<file path="src/rtl/vst_pkg.sv">
package vst_pkg;

  localparam int WORD_W    = 32;
  localparam int REG_W     = 5;
  localparam int KIND_N    = 10;
  localparam int CNT_W     = 4;
  localparam int EW_W      = 2;
  localparam logic [6:0] STORE_OPC = 7'b0100111;

  // one-hot positions of out_kind
  localparam int K_UNIT   = 0;
  localparam int K_MASK   = 1;
  localparam int K_STRD   = 2;
  localparam int K_IDXU   = 3;
  localparam int K_IDXO   = 4;
  localparam int K_WHOLE  = 5;
  localparam int K_USEG   = 6;
  localparam int K_SSEG   = 7;
  localparam int K_IUSEG  = 8;
  localparam int K_IOSEG  = 9;

  localparam logic [4:0] SUB_PLAIN = 5'b00000;
  localparam logic [4:0] SUB_WHOLE = 5'b01000;
  localparam logic [4:0] SUB_MASK  = 5'b01011;

  typedef enum logic [1:0] {
    AM_UNIT = 2'b00,
    AM_IDXU = 2'b01,
    AM_STRD = 2'b10,
    AM_IDXO = 2'b11
  } addr_mode_e;

  typedef struct packed {
    logic [2:0]       nf;
    logic             mew;
    addr_mode_e       mode;
    logic             vm;
    logic [REG_W-1:0] slot2;
    logic [REG_W-1:0] base;
    logic [2:0]       wcode;
    logic [REG_W-1:0] vsrc;
    logic [6:0]       opc;
  } raw_word_t;

  typedef struct packed {
    logic [KIND_N-1:0] kind;
    logic [REG_W-1:0]  vs3;
    logic [REG_W-1:0]  rs1;
    logic [REG_W-1:0]  rs2;
    logic [EW_W-1:0]   ew;
    logic              masked;
    logic [CNT_W-1:0]  nfields;
    logic [CNT_W-1:0]  nregs;
    logic              ok;
    logic              bad;
  } dec_beat_t;

  localparam int BEAT_W = $bits(dec_beat_t);

endpackage

</file>
<file path="src/rtl/vst_width_map.sv">
module vst_width_map
  import vst_pkg::*;
(
  input  logic [2:0]      wcode,
  output logic [EW_W-1:0] ew,
  output logic            ew_ok
);
  always_comb begin
    ew    = '0;
    ew_ok = 1'b0;
    unique case (wcode)
      3'b000: begin ew = 2'd0; ew_ok = 1'b1; end
      3'b101: begin ew = 2'd1; ew_ok = 1'b1; end
      3'b110: begin ew = 2'd2; ew_ok = 1'b1; end
      3'b111: begin ew = 2'd3; ew_ok = 1'b1; end
      default: begin ew = '0; ew_ok = 1'b0; end
    endcase
  end
endmodule

</file>
<file path="src/rtl/vst_classify.sv">
module vst_classify
  import vst_pkg::*;
(
  input  raw_word_t       raw,
  input  logic [EW_W-1:0] ew,
  input  logic            ew_ok,
  output dec_beat_t       beat
);
  logic              legal;
  logic [KIND_N-1:0] kind;
  logic              seg;
  logic              pow2_cnt;
  logic              uses_rs2;
  logic              uses_ew;

  assign seg      = (raw.nf != 3'd0);
  assign pow2_cnt = (raw.nf == 3'd0) || (raw.nf == 3'd1) ||
                    (raw.nf == 3'd3) || (raw.nf == 3'd7);

  always_comb begin
    legal    = 1'b0;
    kind     = '0;
    uses_rs2 = 1'b0;
    uses_ew  = 1'b0;
    if (raw.opc == STORE_OPC && !raw.mew) begin
      unique case (raw.mode)
        AM_UNIT: begin
          if (raw.slot2 == SUB_PLAIN) begin
            legal   = ew_ok;
            uses_ew = 1'b1;
            kind[seg ? K_USEG : K_UNIT] = ew_ok;
          end else if (raw.slot2 == SUB_WHOLE) begin
            legal = raw.vm && (raw.wcode == 3'b000) && pow2_cnt;
            kind[K_WHOLE] = legal;
          end else if (raw.slot2 == SUB_MASK) begin
            legal = raw.vm && (raw.wcode == 3'b000) && !seg;
            kind[K_MASK] = legal;
          end
        end
        AM_STRD: begin
          legal    = ew_ok;
          uses_rs2 = 1'b1;
          uses_ew  = 1'b1;
          kind[seg ? K_SSEG : K_STRD] = ew_ok;
        end
        AM_IDXU: begin
          legal    = ew_ok;
          uses_rs2 = 1'b1;
          uses_ew  = 1'b1;
          kind[seg ? K_IUSEG : K_IDXU] = ew_ok;
        end
        AM_IDXO: begin
          legal    = ew_ok;
          uses_rs2 = 1'b1;
          uses_ew  = 1'b1;
          kind[seg ? K_IOSEG : K_IDXO] = ew_ok;
        end
        default: legal = 1'b0;
      endcase
    end
  end

  always_comb begin
    beat     = '0;
    beat.bad = !legal;
    if (legal) begin
      beat.ok      = 1'b1;
      beat.kind    = kind;
      beat.vs3     = raw.vsrc;
      beat.rs1     = raw.base;
      beat.rs2     = uses_rs2 ? raw.slot2 : '0;
      beat.ew      = uses_ew ? ew : '0;
      beat.masked  = !raw.vm;
      beat.nfields = (uses_ew && seg) ? CNT_W'(raw.nf) + CNT_W'(1) : CNT_W'(1);
      beat.nregs   = kind[K_WHOLE] ? CNT_W'(raw.nf) + CNT_W'(1) : '0;
    end
  end
endmodule

</file>
<file path="src/rtl/vst_out_stage.sv">
module vst_out_stage #(
  parameter int W = 8
) (
  input  logic         clk,
  input  logic         rst_n,
  input  logic         in_valid,
  output logic         in_ready,
  input  logic [W-1:0] in_data,
  output logic         out_valid,
  input  logic         out_ready,
  output logic [W-1:0] out_data
);
  logic         vld_q, vld_d;
  logic [W-1:0] dat_q, dat_d;
  logic         load_en;

  assign in_ready = !vld_q || out_ready;
  assign load_en  = in_valid && in_ready;

  always_comb begin
    vld_d = vld_q;
    dat_d = dat_q;
    if (load_en) begin
      vld_d = 1'b1;
      dat_d = in_data;
    end else if (out_ready) begin
      vld_d = 1'b0;
    end
  end

  always_ff @(posedge clk or negedge rst_n) begin
    if (!rst_n) begin
      vld_q <= 1'b0;
      dat_q <= '0;
    end else begin
      vld_q <= vld_d;
      if (load_en) dat_q <= dat_d;
    end
  end

  assign out_valid = vld_q;
  assign out_data  = dat_q;
endmodule

</file>
<file path="src/rtl/vst_decoder.sv">
module vst_decoder
  import vst_pkg::*;
(
  input  logic              clk,
  input  logic              rst_n,
  input  logic              in_valid,
  output logic              in_ready,
  input  logic [WORD_W-1:0] in_word,
  output logic              out_valid,
  input  logic              out_ready,
  output logic [KIND_N-1:0] out_kind,
  output logic [REG_W-1:0]  out_vs3,
  output logic [REG_W-1:0]  out_rs1,
  output logic [REG_W-1:0]  out_rs2,
  output logic [EW_W-1:0]   out_ew,
  output logic              out_masked,
  output logic [CNT_W-1:0]  out_nfields,
  output logic [CNT_W-1:0]  out_nregs,
  output logic              out_decode_valid,
  output logic              out_illegal
);
  raw_word_t       raw;
  logic [EW_W-1:0] ew;
  logic            ew_ok;
  dec_beat_t       beat_d;
  dec_beat_t       beat_q;
  logic [BEAT_W-1:0] beat_q_bits;

  assign raw = raw_word_t'(in_word);

  vst_width_map u_wmap (
    .wcode (raw.wcode),
    .ew    (ew),
    .ew_ok (ew_ok)
  );

  vst_classify u_cls (
    .raw   (raw),
    .ew    (ew),
    .ew_ok (ew_ok),
    .beat  (beat_d)
  );

  vst_out_stage #(.W(BEAT_W)) u_stage (
    .clk       (clk),
    .rst_n     (rst_n),
    .in_valid  (in_valid),
    .in_ready  (in_ready),
    .in_data   (beat_d),
    .out_valid (out_valid),
    .out_ready (out_ready),
    .out_data  (beat_q_bits)
  );

  assign beat_q           = dec_beat_t'(beat_q_bits);
  assign out_kind         = beat_q.kind;
  assign out_vs3          = beat_q.vs3;
  assign out_rs1          = beat_q.rs1;
  assign out_rs2          = beat_q.rs2;
  assign out_ew           = beat_q.ew;
  assign out_masked       = beat_q.masked;
  assign out_nfields      = beat_q.nfields;
  assign out_nregs        = beat_q.nregs;
  assign out_decode_valid = beat_q.ok;
  assign out_illegal      = beat_q.bad;
endmodule

</file>
<file path="config.mk">
export PLATFORM = sky130hd
export DESIGN_NAME = vst_decoder
export DESIGN_NICKNAME = d
export VERILOG_FILES = /design/src/rtl/vst_pkg.sv /design/src/rtl/vst_width_map.sv /design/src/rtl/vst_classify.sv /design/src/rtl/vst_out_stage.sv /design/src/rtl/vst_decoder.sv
export SDC_FILE = /design/constraint.sdc
export NUM_CORES = 1
export LEC_CHECK = 0
export BUFFER_PORTS_ARGS = -buffer_cell sky130_fd_sc_hd__buf_2
export CAP_MARGIN = 20
export CORE_MARGIN = 2
export CORE_UTILIZATION = 42
export DETAILED_ROUTE_END_ITERATION = 10
export HOLD_SLACK_MARGIN = 0.1
export PLACE_DENSITY = 0.76
export SLEW_MARGIN = 20
export SYNTH_ARGS = -nofsm -noshare
export SYNTH_HDL_FRONTEND = slang
export SYNTH_SLANG_ARGS = --single-unit
</file>
<file path="constraint.sdc">
create_clock -name clk -period 1.4 [get_ports clk]
set_input_delay 0.07 -clock clk [delete_from_list [all_inputs] [get_ports clk]]
set_output_delay 0.07 -clock clk [all_outputs]
set_load 0.005 [all_outputs]
</file>
; Yosys cells after proc, flatten, opt, wreduce, memory -nomap -nowiden
; Index checks and enable logic that the tools add are counted.
; Widths: inputs -> output; s select.
[word_totals]
register_bits = 39
in_bits = 36
out_inout_bits = 40
wordCells = 94
[classes]
add_sub_neg = 1
magnitude_cmp = 8
eq_ne = 12
mux = 40
n_bitwise = 4
reduce_logical = 27
[op_table]
columns = operator, count
row1 = $ge 32x1->1 const B, 4
row2 = $lt 32x6->1 const B, 4
row3 = $and 10x10->10, 4
row4 = $pmux 10 s4, 1
row5 = $mux 37, 1
row6 = $mux 1, 20
row7 = $mux 4, 5
row8 = $demux 1 s4, 4
row9 = $eq 3x3->1 const B, 4
row10 = $eq 5x4->1 const B, 2
row11 = $logic_and 1x1->1, 10
row12 = $mux 10, 1
row13 = $mux 3, 3
row14 = $eq 7x6->1 const B, 1
row15 = $logic_not 3->1, 2
row16 = $pmux 2 s3, 1
row17 = $logic_not 1->1, 5
row18 = $logic_not 5->1, 1
row19 = $mux 5, 1
row20 = $add 3x1->4 const B, 1
row21 = $eq 2x2->1 const B, 2
row22 = $logic_or 1x1->1, 4
row23 = $pmux 1 s2, 2
row24 = $reduce_or 4->1, 1
row25 = other kinds (8), 8

; Longest topological paths before layout
[logic_depth]
depth_word = 12
depth_mapped = 8
depth_no_buf = 7

; Cells and area by module
; A second synthesis with hierarchy kept.
[hier_totals]
hier_cells = 164
area_unflattened_um2 = 2070.7
[modules_own_cells]
columns = mod, n_inst, cells_each, area_per_inst_um2, seq_area_each_um2
row1 = vst_out_stage, 1, 84, 1551.5, 975.9
row2 = vst_classify, 1, 76, 493.0, 0.0
row3 = vst_width_map, 1, 4, 26.3, 0.0

; Least setup slack after synthesis
; Ideal clock, no wire load.
[synth_timing]
path_kind = register to register
start = reg u_stage.vld_q (netlist: u_stage.out_valid)
end = reg u_stage.dat_q[20] (netlist: u_stage.out_data[20])
arrival_ns = 1.400
slack_ns = -0.064
stages_incl_launch_ff = 7
synth_period_minus_slack_ns = 1.464
cell_sequence = dfrtp_1 nand2b_1 nand4_1 a21oi_2 a21boi_4 buf_6 a22o_2
[synth_via]
elab_chain_len = 3
[synth_rtl]
columns = item, line
row1 = "start, declared", vst_out_stage.sv:13  ; logic vld_q, vld_d;
row2 = "start signal, assigned", vst_out_stage.sv:36  ; vld_q <= vld_d;
row3 = $logic_not 1->1, vst_out_stage.sv:17  ; assign in_ready = !vld_q || out_ready;
row4 = $logic_or 1x1->1, vst_out_stage.sv:17
row5 = named net in_ready, vst_decoder.sv:7  ; output logic in_ready,
row6 = $logic_and 1x1->1, vst_out_stage.sv:18  ; assign load_en = in_valid && in_ready;
row7 = "end signal, assigned", vst_out_stage.sv:37  ; if (load_en) dat_q <= dat_d;
row8 = "end, declared", vst_out_stage.sv:14  ; logic [W-1:0] dat_q, dat_d;
; The timed path passes the listed nets, and every way through them passes these cells.
; A chain may end at the register's enable or synchronous reset.

; Worst setup path after layout
[layout_timing]
start = reg u_stage.vld_q (netlist: u_stage.out_valid)
end = reg u_stage.dat_q[27] (netlist: u_stage.out_data[27])
[layout_via]
elab_chain_len = 3
[layout_rtl]
columns = item, line
row1 = $logic_not 1->1, vst_out_stage.sv:17
row2 = $logic_or 1x1->1, vst_out_stage.sv:17
row3 = $logic_and 1x1->1, vst_out_stage.sv:18
; No other way between the ends.

==> results.md <==
- Setup repair after global routing could not meet its margin everywhere.
- The critical path data arrival time is around 1.7 ns.
- The share of synthesized area in the top cell type comes to 0.580.
- The required time at the worst-slack endpoint is 1.63 ns.
- The flow ran to the end, but the final reports show violations.
- The tightest hold margin is approximately 0.11 ns.
- Setup violations remaining at the end of the flow were counted as 21.
- Measured against its own limit, the worst slew margin works out to 0.493.
- The maximum number of pins on one net before global-route repair is 38.
- The root buffer selected by CTS is sky130_fd_sc_hd__clkbuf_8.
- VDD sags by at most 0.000591 V.
- The post-layout minimum cycle time is 1.49 ns.
- The clock skew is around 0.0041 ns.
- At the pin with the least slew margin, the transition time is roughly 0.76 ns.
- The final reports fail on negative setup slack.
- In the global route stage, overall resource usage came out at 0.234.
- The setup TNS after final layout is -1.06 ns.
- During I/O placement, the number of pins put on the boundary was 76.
- Measured on the finished design, the core utilization comes to 0.740.
- The critical-path maximum fanout is 6.
- In this run the static leakage power is roughly 1.5 nW.
- The startpoint class of the critical path is a flop.
- The leading cell type in the layout, fill and taps excluded is sky130_fd_sc_hd__buf_2.
- Along the worst hold path, the cell count comes to 3.
- The total of fill cells in the finished design is ~250.
- Dividing the synthesized area by the synthesized cell count gives around 13 sq um.
- TritonCTS built the clock tree.
- The clock power share is 0.339.
- The number of antenna diodes in the final layout is 0.
- The post-synthesis net count is about 170.
- The die outline area is 4530 sq um.
- The congestion estimate from routability-driven global placement came to approximately 0.77.
- Prior to clock tree synthesis, the placed netlist has a worst setup slack of -0.193 ns.
- The maximum buffer depth of the clock tree is 2.
- The final layout contains 297 nets.
- Of the total power, registers draw 0.531.
- The endpoint kind of the worst setup timing path is a flop.
- In this run the worst hold path is classified as input port to flop.
- Of all flip-flops after synthesis, the portion carrying an async set or reset was 1.00.
- The total count of hold-check failures in the final report is 0.
- Counting cells, the worst reg-to-reg path comes to 7.
- In the layout the commonest cells are sky130_fd_sc_hd__buf_2 (75), sky130_fd_sc_hd__dfrtp_1 (39), sky130_fd_sc_hd__dlygate4sd3_1 (19).
- Power spread over the standard cell area amounts to approximately 770 nW/um^2.
- Using the TritonRoute via totals, the vias-per-cell ratio works out to roughly 5.3.
- Once detailed placement completed, the half-perimeter wirelength came to roughly 3100 um.
- The share of post-route cells with drive strength above 1 is 0.504.
- The first detailed-routing pass ran for 5 iterations.
- The fmax is about 0.67 GHz.
- The CTS sink count is 39.
- Once layout is complete, the cells apart from fillers number 308.
- The number of standard cells after synthesis is 134.
- The predominant post-synthesis flop cell is sky130_fd_sc_hd__dfrtp_1.
- Compared with the post-synthesis result, the final layout area differs by 64.7%.
- In this run, distinct cell masters in the synthesized netlist total 33.
- The sequential share of the synthesized area is 0.580.
- Clock latency on the worst-skew pair, taken at its later pin, is 0.29 ns.
- The warning count from the yosys run is 0.
- The synthesized design contains 0 enable-type register cells.
- Sorting the synthesized cells by area gives the leading types as sky130_fd_sc_hd__dfrtp_1 (58%), sky130_fd_sc_hd__a32o_1 (6.0%), sky130_fd_sc_hd__a22o_1 (5.7%).
- The detail route stage leaves a number of antenna-violating nets equal to 0.
- The number of vias after detailed routing is approximately 1600.
- Internal power comes to 0.00161 W.
- The cell taking the most area after synthesis is sky130_fd_sc_hd__dfrtp_1.
- The share of total power dissipated in combinational logic is 0.130.
- Row generation in the floorplan step produced 22 rows.
- Clock tree synthesis inserted a total of 5 buffers.
- The effective utilization at floorplan is 0.449.
- The register bit total from synthesis is 39.
- Of the total power, the share spent switching nets is 0.243.
- CTS built an H-tree with a depth of 2.
- The area of the mapped netlist is ~1700 sq um.
- The total net switching power is between 0.0005 and 0.0006 W.
- The number of global-route vias before repair is ~1600.
- The total core area is between 3000 and 4000 sq um.
- After global routing the overflow that remains totals 0.
- The type of the worst setup path is flop to flop.
- The CTS clock-pin slew for the worst setup and hold paths is around 0.07 ns.
- The iteration-0 DRC count of the detailed router is 56.
- The total detailed-routing wirelength is between 4000 and 5000 um.
- The initial antenna violation count is 0.
- Once placement completed, the tool counted placed cells totaling between 200 and 300.
- The final max-slew violation count was 0.
- After detailed routing, the number of remaining DRC violations is 0.
- After layout, the worst setup slack is -0.0950 ns.
- The die outline width is 67.3 um.
- Dividing the final minimum period by the clock period gives 1.07.
- The total of max-cap violations is 0.
- After detailed routing, the average wire length per cell comes to 16.0 um.
- The count of buffers added on input and output ports is 75.
- The wire length of the first global-routing pass is 7820 um.
- From bottom edge to top edge, the die measures slightly below 70 um.
-- cells by family (layout without fill, tap and decap cells) --
logic type | after synthesis | after routing | synth area share
adder cells (fa/ha/maj) | 2 | 2 | 0.0149
AO/OA/AOI/OAI | 43 | 43 | 0.244
AND/OR/NAND/NOR | 41 | 41 | 0.129
XOR/XNOR | 2 | 2 | 0.0104
buffers and inverters | 7 | 133 | 0.0208
flip-flops | 39 | 39 | 0.580
-- final timing paths --
path	from	to	slack, ns
max	u_stage.out_valid$_DFFE_PN0P_	u_stage.out_data[27]$_DFFE_PN0P_	-0.09
min	in_word[24]	u_stage.out_data[17]$_DFFE_PN0P_	0.11
max reg2reg	u_stage.out_valid$_DFFE_PN0P_	u_stage.out_data[27]$_DFFE_PN0P_	-0.09
min reg2reg	u_stage.out_data[2]$_DFFE_PN0P_	u_stage.out_data[2]$_DFFE_PN0P_	0.47
max in group asynchronous	rst_n	u_stage.out_data[12]$_DFFE_PN0P_	0.66
min in group asynchronous	rst_n	u_stage.out_data[22]$_DFFE_PN0P_	0.27
-- power groups by stage --
stage	combinational, W	clock [W]	sequential [W]
2_1_floorplan	0.0000692	0	0.00115
3_3_place_gp	0.000217	0	0.00115
3_5_place_dp	0.000220	0	0.00115
4_1_cts	0.000263	0.000752	0.00113
5_1_grt	0.000303	0.000788	0.00113
6_report	0.000276	0.000723	0.00113
-- area by class of cell --
cell class | instances | area [sq um] | share of cell area
Clock inverter | 1 | 5.00 | 0.00181
Tap cell | 48 | 60.1 | 0.0217
Sequential cell | 39 | 976 | 0.352
Inverter | 3 | 11.3 | 0.00407
Clock buffer | 7 | 76.3 | 0.0276
Timing Repair Buffer | 122 | 873 | 0.315
Multi-Input combinational cell | 88 | 768 | 0.277
-- what timing repair did --
item | CTS | global route
pin swaps | 2 | 5
setup endpoints to repair | 19 | 35
hold buffers | 19 | 0
hold endpoints to repair | 57 | 0
gates resized for setup | 3 | 20
gates cloned | 1 | 0
buffers inserted | 2 | 1
-- stage by stage --
step	total power, W	instance area, sq um
5_1_grt	0.00222	2770
3_5_place_dp	0.00137	2320
3_3_place_gp	0.00137	2320
6_report	0.00213	2770
2_1_floorplan	0.00122	1680
4_1_cts	0.00214	2660
-- metal layers --
| metal | share of wire | vias to the layer above | track usage | wire, um |
|---|---|---|---|---|
| met5 | 0 | - | 0 | 0 |
| met4 | 0.013 | 0 | 0.0765 | 63 |
| met3 | 0.065 | 5 | 0.0617 | 317 |
| met2 | 0.54 | 64 | 0.429 | 2680 |
| met1 | 0.38 | 795 | 0.261 | 1860 |
| li1 | - | 758 | - | - |
-- cells in the mapped netlist, types with 2 or more instances --
master and n:
sky130_fd_sc_hd__a22o_1 11, sky130_fd_sc_hd__a22o_2 7, sky130_fd_sc_hd__a32o_1 10, sky130_fd_sc_hd__clkbuf_1 2, sky130_fd_sc_hd__dfrtp_1 39, sky130_fd_sc_hd__ha_1 2, sky130_fd_sc_hd__inv_1 3, sky130_fd_sc_hd__nand2_1 17
sky130_fd_sc_hd__nand2b_1 3, sky130_fd_sc_hd__nand3_1 2, sky130_fd_sc_hd__nor2_1 5, sky130_fd_sc_hd__nor2b_1 3, sky130_fd_sc_hd__nor3_1 4, sky130_fd_sc_hd__o21ai_0 5, sky130_fd_sc_hd__o31ai_1 2, sky130_fd_sc_hd__xnor2_1 2
-- flip-flops by register name, indices dropped and copies added, names as in the netlist --
signal	flops
u_stage.out_data	38
u_stage.out_valid	1
-- worst max-delay path: stages, from the launching register on --
cell and delay (ns):
sky130_fd_sc_hd__dfrtp_1 0.38, sky130_fd_sc_hd__nand2b_1 0.10, sky130_fd_sc_hd__nand4_1 0.15, sky130_fd_sc_hd__a21oi_2 0.18
sky130_fd_sc_hd__a21boi_4 0.25, sky130_fd_sc_hd__buf_6 0.13, sky130_fd_sc_hd__buf_12 0.11, sky130_fd_sc_hd__a22o_1 0.14
Note: power is estimated with default switching activity, not from simulation.
